--- src/rtl/irq_pkg.sv ---
package irq_pkg;
    localparam int unsigned BIT_MODE = 0;
    localparam int unsigned BIT_MASK = 1;
    localparam int unsigned BIT_ACK  = 2;
    localparam int unsigned BIT_PEND = 3;

    typedef struct packed {
        logic mask;
        logic mode;
    } ctl_t;

    typedef struct packed {
        logic pend;
        logic ack_seen;
    } latch_t;
endpackage

--- src/rtl/irq_pin_sync.sv ---
module irq_pin_sync #(
    parameter int unsigned STAGES = 2
) (
    input  logic clk,
    input  logic rst_n,
    input  logic pin_n,
    output logic pin_lo,
    output logic fall
);
    typedef struct packed {
        logic [STAGES-1:0] sh;
        logic              prev;
    } sync_t;

    sync_t st_d, st_q;

    always_comb begin
        st_d      = st_q;
        st_d.sh   = {st_q.sh[STAGES-2:0], pin_n};
        st_d.prev = st_q.sh[STAGES-1];
    end

    always_ff @(posedge clk or negedge rst_n) begin
        if (!rst_n) st_q <= '1;
        else        st_q <= st_d;
    end

    assign pin_lo = ~st_q.sh[STAGES-1];
    assign fall   = st_q.prev & ~st_q.sh[STAGES-1];

    // A detected edge lasts one cycle only (supports R1)
    p_fall_single_r1: assert property (@(posedge clk) disable iff (!rst_n)
        fall |=> !fall);
endmodule

--- src/rtl/irq_ctl_reg.sv ---
module irq_ctl_reg
    import irq_pkg::*;
#(
    parameter int unsigned REG_W = 8
) (
    input  logic             clk,
    input  logic             rst_n,
    input  logic             wr_en,
    input  logic [REG_W-1:0] wdata,
    input  logic             pend,
    output logic             mode,
    output logic             mask,
    output logic             sw_ack,
    output logic [REG_W-1:0] rdata
);
    ctl_t ctl_d, ctl_q;
    logic unused_hi;

    assign unused_hi = ^wdata[REG_W-1:BIT_PEND];

    always_comb begin
        ctl_d = ctl_q;
        if (wr_en) begin
            ctl_d.mode = wdata[BIT_MODE];
            ctl_d.mask = wdata[BIT_MASK];
        end
    end

    always_ff @(posedge clk or negedge rst_n) begin
        if (!rst_n) ctl_q <= '0;
        else        ctl_q <= ctl_d;
    end

    assign sw_ack = wr_en & wdata[BIT_ACK];
    assign mode   = ctl_q.mode;
    assign mask   = ctl_q.mask;

    always_comb begin
        rdata           = '0;
        rdata[BIT_MODE] = ctl_q.mode;
        rdata[BIT_MASK] = ctl_q.mask;
        rdata[BIT_PEND] = pend;
    end

    // a write updates the control bits seen on the read port
    p_write_takes_r10: assert property (@(posedge clk) disable iff (!rst_n)
        wr_en |=> (rdata[BIT_MODE] == $past(wdata[BIT_MODE])) &&
                  (rdata[BIT_MASK] == $past(wdata[BIT_MASK])));
endmodule

--- src/rtl/irq_req_latch.sv ---
module irq_req_latch
    import irq_pkg::*;
(
    input  logic clk,
    input  logic rst_n,
    input  logic mode,
    input  logic pin_lo,
    input  logic fall,
    input  logic ack,
    output logic pend
);
    latch_t st_d, st_q;

    always_comb begin
        st_d = st_q;
        if (fall) begin
            st_d.pend     = 1'b1;
            st_d.ack_seen = 1'b0;
        end else if (mode) begin
            if (st_q.pend) begin
                if (ack || st_q.ack_seen) begin
                    if (!pin_lo) begin
                        st_d.pend     = 1'b0;
                        st_d.ack_seen = 1'b0;
                    end else begin
                        st_d.ack_seen = 1'b1;
                    end
                end
            end else if (pin_lo) begin
                st_d.pend     = 1'b1;
                st_d.ack_seen = 1'b0;
            end
        end else begin
            if (ack) st_d.pend = 1'b0;
            st_d.ack_seen = 1'b0;
        end
    end

    always_ff @(posedge clk or negedge rst_n) begin
        if (!rst_n) st_q <= '0;
        else        st_q <= st_d;
    end

    assign pend = st_q.pend;

    p_edge_sets_r1: assert property (@(posedge clk) disable iff (!rst_n)
        fall |=> pend);

    p_set_wins_r9: assert property (@(posedge clk) disable iff (!rst_n)
        (fall && ack) |=> pend);

    p_edge_ack_clears_r4: assert property (@(posedge clk) disable iff (!rst_n)
        (!mode && ack && !fall) |=> !pend);

    p_edge_holds_r3: assert property (@(posedge clk) disable iff (!rst_n)
        (!mode && pend && !ack) |=> pend);

    p_level_holds_r6: assert property (@(posedge clk) disable iff (!rst_n)
        (mode && pend && pin_lo) |=> pend);

    p_level_release_r7: assert property (@(posedge clk) disable iff (!rst_n)
        (mode && pend && (ack || st_q.ack_seen) && !pin_lo && !fall) |=> !pend);
endmodule

--- src/rtl/ext_irq_ctrl.sv ---
module ext_irq_ctrl
    import irq_pkg::*;
#(
    parameter int unsigned SYNC_STAGES = 2,
    parameter int unsigned REG_W       = 8
) (
    input  logic             clk,
    input  logic             rst_n,
    input  logic             pin_n,
    input  logic             vec_ack,
    input  logic             reg_wr_en,
    input  logic [REG_W-1:0] reg_wdata,
    output logic [REG_W-1:0] reg_rdata,
    output logic             irq_req
);
    logic pin_lo, fall, mode, mask, sw_ack, pend;

    irq_pin_sync #(.STAGES(SYNC_STAGES)) sync_i (
        .clk   (clk),
        .rst_n (rst_n),
        .pin_n (pin_n),
        .pin_lo(pin_lo),
        .fall  (fall)
    );

    irq_ctl_reg #(.REG_W(REG_W)) reg_i (
        .clk   (clk),
        .rst_n (rst_n),
        .wr_en (reg_wr_en),
        .wdata (reg_wdata),
        .pend  (pend),
        .mode  (mode),
        .mask  (mask),
        .sw_ack(sw_ack),
        .rdata (reg_rdata)
    );

    irq_req_latch latch_i (
        .clk   (clk),
        .rst_n (rst_n),
        .mode  (mode),
        .pin_lo(pin_lo),
        .fall  (fall),
        .ack   (vec_ack | sw_ack),
        .pend  (pend)
    );

    assign irq_req = pend & ~mask;

    p_mask_blocks_r8: assert property (@(posedge clk) disable iff (!rst_n)
        reg_rdata[BIT_MASK] |-> !irq_req);

    p_sw_ack_clears_r5: assert property (@(posedge clk) disable iff (!rst_n)
        (reg_wr_en && reg_wdata[BIT_ACK] && !mode && !fall) |=> !pend);
endmodule

--- config.mk ---
export PLATFORM = sky130hd
export DESIGN_NAME = ext_irq_ctrl
export DESIGN_NICKNAME = d
export VERILOG_FILES = /design/src/rtl/irq_pkg.sv /design/src/rtl/irq_pin_sync.sv /design/src/rtl/irq_ctl_reg.sv /design/src/rtl/irq_req_latch.sv /design/src/rtl/ext_irq_ctrl.sv
export SDC_FILE = /design/constraint.sdc
export NUM_CORES = 1
export LEC_CHECK = 0
export BUFFER_PORTS_ARGS = -buffer_cell sky130_fd_sc_hd__buf_4
export CAP_MARGIN = 20
export CORE_AREA = 5 5 42 44
export CTS_BUF_LIST = sky130_fd_sc_hd__clkbuf_16
export DETAILED_ROUTE_END_ITERATION = 8
export DIE_AREA = 0 0 47 49
export HOLD_SLACK_MARGIN = 0.1
export PLACE_DENSITY = 0.53
export SYNTH_ARGS = -nofsm -noshare
export SYNTH_HDL_FRONTEND = slang
export SYNTH_SLANG_ARGS = --single-unit
export TNS_END_PERCENT = 5
--- constraint.sdc ---
create_clock -name clk -period 0.9 [get_ports clk]
set_input_delay 0.045 -clock clk [delete_from_list [all_inputs] [get_ports clk]]
set_output_delay 0.045 -clock clk [all_outputs]
set_load 0.005 [all_outputs]
======== Yosys cells after proc, flatten, opt, wreduce, memory -nomap -nowiden ========
Cells that the tools add are included.
W data, S select, Z words.
word-level totals
  output and inout bits ................... 9
  flip-flop bits (word level) ............. 7
  ROM bits ................................ 0
  RAM bits ................................ 0
  word-level logic and storage cells ...... 24
  latch bits .............................. 0
  memories kept ........................... 0
  bits of input ports ..................... 13
operators by class
  equal/unequal tests ..................... 2
  add/sub/neg operators ................... 0
  muxes and demuxes ....................... 7
  divide/modulo/power cells ............... 0
  reductions and logical operators ........ 3
  magnitude comparators ................... 0
  $mul .................................... 0
  shifts and indexed selects .............. 0
  bitwise gates (word level) .............. 6
operators by type and width
  kind                  count
  $mux W2               5
  $ne A4 B3 Y1 const B  1
  $ne A4 B4 Y1 const B  1
  $and A1 B1 Y1         3
  $reduce_bool A3 Y1    1
  $mux W1               2
  $not A1 Y1            2
  $reduce_and A2 Y1     1
  $logic_or A1 B1 Y1    1
  $or A1 B1 Y1          1

======== Depth between registers and ports, before layout ========
Gate-level depths: netlist of run 1.
  depth after elaboration ................. 7
  gate-level depth with buffers ........... 3
  mapped depth without buffers ............ 3

======== By module ========
From an unflattened synthesis of run 1, not the netlist that was laid out.
second synthesis, totals
  cell total of the unflattened synthesis .. 30
  area, all modules ....................... 345.3 um^2
modules (own cells, without submodules)
  module         area an instance (um^2)  sequential area each (um^2)  times used  cells an instance
  irq_ctl_reg    143.9                    50.0                         1           14
  irq_req_latch  100.1                    50.0                         1           9
  irq_pin_sync   88.8                     78.8                         1           5
  ext_irq_ctrl   12.5                     0.0                          1           2

======== Least setup slack after synthesis of run 1 ========
OpenSTA, ideal clock, no wires.
  kind .................................... register -> register
  from .................................... register latch_i.st_q[0] in the netlist's numbering
  to ...................................... register latch_i.st_q[0] in the netlist's numbering
  stages on the path, launching flop included .. 4
  path slack .............................. 0.078 ns
  setup time .............................. 0.121 ns
  clock period less this slack ............ 0.822 ns
  arrival time ............................ 0.702 ns
  cell sequence ........................... dfrtp_1 > a211o_1 > nand3_1 > a21boi_1
between the ends
  longest elaborated chain between the ends .. 3
RTL lines
  item                         line                 RTL
  start: declaration           irq_req_latch.sv:12  latch_t st_d, st_q;
  start signal: assignment     irq_req_latch.sv:41  else st_q <= st_d;
  $logic_or A1 B1 Y1           irq_req_latch.sv:21  if (ack || st_q.ack_seen) begin
  $ne A4 B4 Y1 (no line)       -
  $reduce_and A2 Y1 (no line)  -
No other way between the ends.
A chain may end at the register's enable or synchronous reset.

======== Final worst setup path of run 1 ========
  from .................................... register latch_i.st_q (netlist bit latch_i.pend)
  to ...................................... output irq_req
between the ends
  longest elaborated chain between the ends .. 1
RTL lines
  item              line                RTL
  $and A1 B1 Y1     ext_irq_ctrl.sv:48  assign irq_req = pend & ~mask;
  end: declaration  ext_irq_ctrl.sv:14  output logic irq_req
No other way between the ends.

==> metrics, run 1 <==
CP required 0.85 ns; worst vdd ir 0.986 mV; initial antenna violation count 0; setup ws final -0.0381 ns; outcome complete, but fails checks; Finished Core Util 38.2%; CTS tree yes; CP Capture Type output pin; max-slew violation count 0; Synth Area in Compound Gates 12.5%; average cell area after synthesis 11.7 µm²; Fin Hold WS 0.109 ns; Synth Area in XOR/XNOR 0%; Num CTS Buffers 3; Critical-path top delay cell dfrtp_2; vias in the first global route 274; Hold Fails Final Rpt 0; largest net degree at the start of global routing 8; worst hold path type input port to flop; nets 59; GRT Residual Overflow 0; I/O Buffers 11; post-layout minimum cycle time 0.938 ns; Fillers 144; Period Utilization, post-route 104%; chip height 49 µm; critical-path cell list nor2b_4 > buf_6; pwr dens 2290 nW/µm²; Fin Clk Skew 0.000497 ns; core footprint 1400 µm²; Top Family by Delay on Critical Path flip-flops; Initial Util 24.2%; Setup violations, final 1; Main synth FF type dfrtp_1; crit path DAT 0.89 ns; most frequent cell after synthesis buf_4; root buffer cell clkbuf_16; post-synth top area share 29.5%; Cell Area, Synth 339 µm²; worst path bufs/invs 1; Rows 14; n_diodes 0; area leader, netlist dfrtp_1; leak pwr 0.247 nW; unrepaired setup endpoints after global routing true; failing checks setup timing; CP max FO 6; Vias 246; Post-Route WL 602 µm; I/O pin total 22; largest family of logic cells by synthesized area buffers and inverters; Area Growth Syn to Fin 57.9%; Finished Cell Area 536 µm²; Overall Global Routing Usage 7.03%; Synth top cells by count 8 x buf_4, 4 x dfrtp_1, 3 x dfstp_2, 2 x mux2_2, 2 x nand3_1; Startpoint Class flop; number of synthesized flops with an enable pin 0; die area 2300 µm²; Async SR Flop Fraction 100%; clk buf depth 2; number of H-tree levels 1; Post-Synth Adder-Cell Area 0%; vias per cell 4.03; critical path class flop to output pin; max-cap violations 0; mux share of post-synthesis cell area 6.64%; routability-driven placement congestion ratio 0.630; clock-pin slew on the worst setup and hold paths 0.03 ns; setup TNS -0.0381 ns; die width 47 µm; number of synthesis warnings 0; Synth Register Bits 7; DRC violation count after routing 0; clock latency at the later pin of the worst-skew pair 0.23 ns; Post-Synth Simple-Gate Area 9.23%; largest stage delay on the critical path 0.42 ns; synth top area cells dfrtp_1 30%, dfstp_2 23%, buf_4 18%, mux2_2 6.6%, a211oi_2 3.7%; Syn Inst Count 29; TritonCTS sink count 7; Seq/Total Area, Yosys 52.8%; share of cells above drive strength 1 53.3%; first-pass GRT wire length 1.16 mm; post-DR wirelength/cell 9.87 µm; Netlist cell types 15; Routed Antenna Nets 0; f_max 1070 MHz; initial DRC count 3; Area after DPL 397 µm²; Initial DRT Pass Iterations 4
-- stage by stage --
step	worst slack [ns]	cells	total power, mW
final	-0.0381	61	1.23
after floorplan	0.0775	33	0.440
after global placement	0.0363	52	0.475
after CTS	-0.0661	61	1.23
after global routing	-0.0766	61	1.28
after detailed placement	0.0428	52	0.476
-- registers in the layout, indices dropped and copies added (netlist names) --
signal,cells
sync_i.st_d,2
sync_i.st_q,1
reg_i.mask,1
latch_i.st_q,1
latch_i.pend,1
reg_i.mode,1
-- power breakdown --
part	switching [mW]	internal (mW)
logic	0.0440	0.0890
registers	0.0250	0.346
clock network	0.149	0.576
-- per-layer routing --
metal  global-route usage, %  share of wire [%]
met1                    7.66                 37
met2                    10.4                 52
met3                    2.58                 11
met4                    5.53                  0
met5                       0                  0
-- cell usage in the layout, fill, tap and decap left out, drive strengths merged --
cell type and instances:
a211o 1, dfstp 3, mux2 2, buf 12, inv 1, conb 5, nand2 1, nand3b 1
dlygate4sd3 4, a21oi 2, nand3 2, a21boi 1, nor2b 1, clkbuf 3, a211oi 1, dfrtp 4
nor2 1
-- area by class of cell --
cell class	count	area, µm²	share of cell area (%)
Tap cell	16	20.0	3.74
Clock inverter	1	3.75	0.701
Multi-Input combinational cell	18	123	22.9
Sequential cell	7	180	33.6
Timing Repair Buffer	16	134	25.0
Clock buffer	3	75.1	14.0
-- path summary, 6_finish.rpt --
check	from	to	slack [ns]	cells past startpoint
setup / recovery	latch_i.pend$_DFFE_PN0P_	irq_req	-0.04	2
hold / removal	reg_wr_en	reg_i.mask$_DFFE_PN0P_	0.11	2
setup reg to reg	latch_i.pend$_DFFE_PN0P_	latch_i.pend$_DFFE_PN0P_	0	3
hold reg to reg	sync_i.st_d[2]$_DFF_PN1_	sync_i.st_d[0]$_DFF_PN1_	0.35	0
max in group asynchronous	rst_n	sync_i.st_q[0]$_DFF_PN1_	0.53	2
min in group asynchronous	rst_n	latch_i.pend$_DFFE_PN0P_	0.17	2
-- repair_timing --
item | CTS | global route
gates resized for setup | 0 | 3
hold buffers | 4 | 0
hold endpoints to repair | 10 | 0
setup endpoints to repair | 1 | 3
buffers inserted | 1 | 0
pin swaps | 0 | 1
-- logic make-up after synthesis --
| group | count (synthesis) |
|---|---|
| AO/OA/AOI/OAI | 5 |
| buffers and inverters | 8 |
| flip-flops | 7 |
| multiplexers | 2 |
| other | 1 |
| AND/OR/NAND/NOR | 6 |
Note: power is estimated with default switching activity, not from simulation.
==> run 2, diff against run 1 <==
CORE_AREA = 8 8 45 47   (was 5 5 42 44)
DIE_AREA = 0 0 53 55   (was 0 0 47 49)
GPL_TIMING_DRIVEN = 0   (was not set)
==> run 2 against run 1 <==
The flow still finishes with violations (setup timing). Sequential power about the same. Combinational power increased by 31%. Critical path depth unchanged. Global-route usage decreased by 1.3 points. Highest routed layer unchanged.
==> metrics, run 2 (synthesized netlist as in run 1, its figures left out) <==
part of the power in combinational logic 13.6% (was 10.8%); unrepaired setup endpoints after global routing true (unchanged); Finished Cell Area 601 µm² (was 536 µm²); die area 2920 µm² (was 2300 µm²); Placed Cells 60 (was 52); Hold Crit Start reg_wr_en (unchanged); post-DR wirelength/cell 9.87 µm (about the same); crit path DAT 0.91 ns (was 0.89 ns); CP max FO 6 (unchanged); pwr dens 2130 nW/µm² (was 2290 nW/µm²); chip height 55 µm (was 49 µm); I/O pin total 22 (unchanged); commonest non-fill, non-tap cell in the layout buf_4 (unchanged); most frequent cells in the layout 16 x buf_4, 5 x conb_1, 4 x buf_6, 4 x dlygate4sd3_1 (was 11 x buf_4, 5 x conb_1, 4 x dlygate4sd3_1); failing checks setup timing (unchanged); largest net degree at the start of global routing 8 (unchanged); share of cells above drive strength 1 60.4% (was 53.3%); Period Utilization, post-route 107% (was 104%); Initial Util 24.5% (was 24.2%); Fin Hold WS 0.109 ns (about the same); vias in the first global route 294 (was 274); Routed Antenna Nets 0 (unchanged); f_max 1040 MHz (was 1070 MHz); TritonCTS sink count 7 (unchanged); root buffer cell clkbuf_16 (unchanged); max-slew violation count 0 (unchanged); worst path bufs/invs 1 (unchanged); die width 53 µm (was 47 µm); clk buf depth 2 (unchanged); CP Capture Type output pin (unchanged); largest stage delay on the critical path 0.42 ns (about the same); crit path from latch_i.pend$_DFFE_PN0P_ (unchanged); routability-driven placement congestion ratio 0.661 (was 0.630); I/O Buffers 11 (unchanged); Cell Int Power 1.05 mW (was 1.01 mW); Vias 257 (was 246); hpwl dp 520 µm; Sw Ratio 18.2% (was 17.7%); worst hold path type input port to flop (unchanged); Cell Count, Final, Fillers Out 69 (was 61); Top Family by Delay on Critical Path flip-flops (unchanged); core footprint 1380 µm² (was 1400 µm²); DRC violation count after routing 0 (unchanged); leak pwr 0.287 nW (was 0.247 nW); Area Growth Syn to Fin 77.1% (was 57.9%); clock latency at the later pin of the worst-skew pair 0.23 ns (about the same); initial antenna violation count 0 (unchanged); initial DRC count 0 (was 3); max-cap violations 0 (unchanged); Fin Clk Skew 0.000951 ns (was 0.000497 ns); setup ws final -0.0595 ns (was -0.0381 ns); Hold Fails Final Rpt 0 (unchanged); critical path class flop to output pin (unchanged); Fillers 145 (was 144); outcome complete, but fails checks (unchanged); vias per cell 3.72 (was 4.03); number of H-tree levels 1 (unchanged); CP required 0.85 ns (about the same); clock network fraction of total power 57.5% (was 59.0%); Startpoint Class flop (unchanged); Post-Route WL 681 µm (was 602 µm); n_diodes 0 (unchanged); Rows 14 (unchanged); dpl ws 0.0503 ns (was 0.0428 ns); Seq pwr share 28.9% (was 30.2%); post-layout minimum cycle time 0.960 ns (was 0.938 ns); nets 67 (was 59); worst vdd ir 1.22 mV (was 0.986 mV); Num CTS Buffers 3 (unchanged); CTS tree yes (unchanged); Overall Global Routing Usage 5.77% (was 7.03%); Initial DRT Pass Iterations 1 (was 4); critical-path cell list nor2b_1 > buf_4 (was nor2b_4 > buf_6); Critical-path top delay cell dfrtp_2 (unchanged); Setup violations, final 4 (was 1); GRT Residual Overflow 0 (unchanged); Area after DPL 457 µm² (was 397 µm²); switching pwr 0.233 mW (was 0.218 mW); max reg flops 2 (unchanged); first-pass GRT wire length 1.19 mm (was 1.16 mm); FF-to-FF Start latch_i.pend$_DFFE_PN0P_ (unchanged); clock-pin slew on the worst setup and hold paths 0.04 ns (was 0.03 ns)
==> run 2: stage by stage <==
step                      util, %  power [mW]  TNS [ns]
after CTS                    42.7        1.29    -0.208
after global routing         43.4        1.34    -0.342
after global placement       33.0       0.510         0
after detailed placement     33.0       0.512         0
after floorplan                 -       0.440         0
final                        43.4        1.28    -0.136
==> run 2: power groups by stage <==
stage	clock network [mW]	registers, mW	logic, mW
2_1_floorplan	0	0.365	0.0745
3_3_place_gp	0	0.372	0.139
3_5_place_dp	0	0.372	0.140
4_1_cts	0.754	0.369	0.167
5_1_grt	0.769	0.376	0.191
6_report	0.735	0.370	0.174
==> run 2: worst paths after layout <==
check / to / depth (start not counted) / slack, ns
max: irq_req / 2 / -0.06
min: reg_i.mode$_DFFE_PN0P_ / 2 / 0.11
max reg2reg: latch_i.pend$_DFFE_PN0P_ / 3 / -0.01
min reg2reg: sync_i.st_d[0]$_DFF_PN1_ / 0 / 0.35
max in group asynchronous: sync_i.st_d[0]$_DFF_PN1_ / 2 / 0.52
min in group asynchronous: latch_i.st_q[0]$_DFFE_PN0P_ / 2 / 0.18
==> run 2: final cells by class <==
| class | count | area (µm²) | share of cell area, % |
|---|---|---|---|
| plain buffers | 8 | 63.8 | 10.6 |
| clock buffers | 3 | 75.1 | 12.5 |
| clock inverters | 1 | 3.75 | 0.625 |
| multi-input cells | 18 | 115 | 19.2 |
| flip-flops and latches | 7 | 181 | 30.2 |
| well taps | 16 | 20.0 | 3.33 |
| repair buffers | 16 | 141 | 23.5 |
==> run 2: routing by layer <==
metal  GRT usage, %  up-vias  wire length [µm]
met4           2.59        0                 0
met2           8.59       14               305
li1               -      133                 -
met5              0        -                 0
met3           5.35        0               111
met1           5.40      110               264
==> run 2: repair_timing <==
item                                   in CTS  in global routing
endpoints found under the hold margin      10                  0
setup buffers                               0                  1
setup endpoints to repair                   4                  5
gates resized for setup                     4                  2
hold buffers                                4                  0
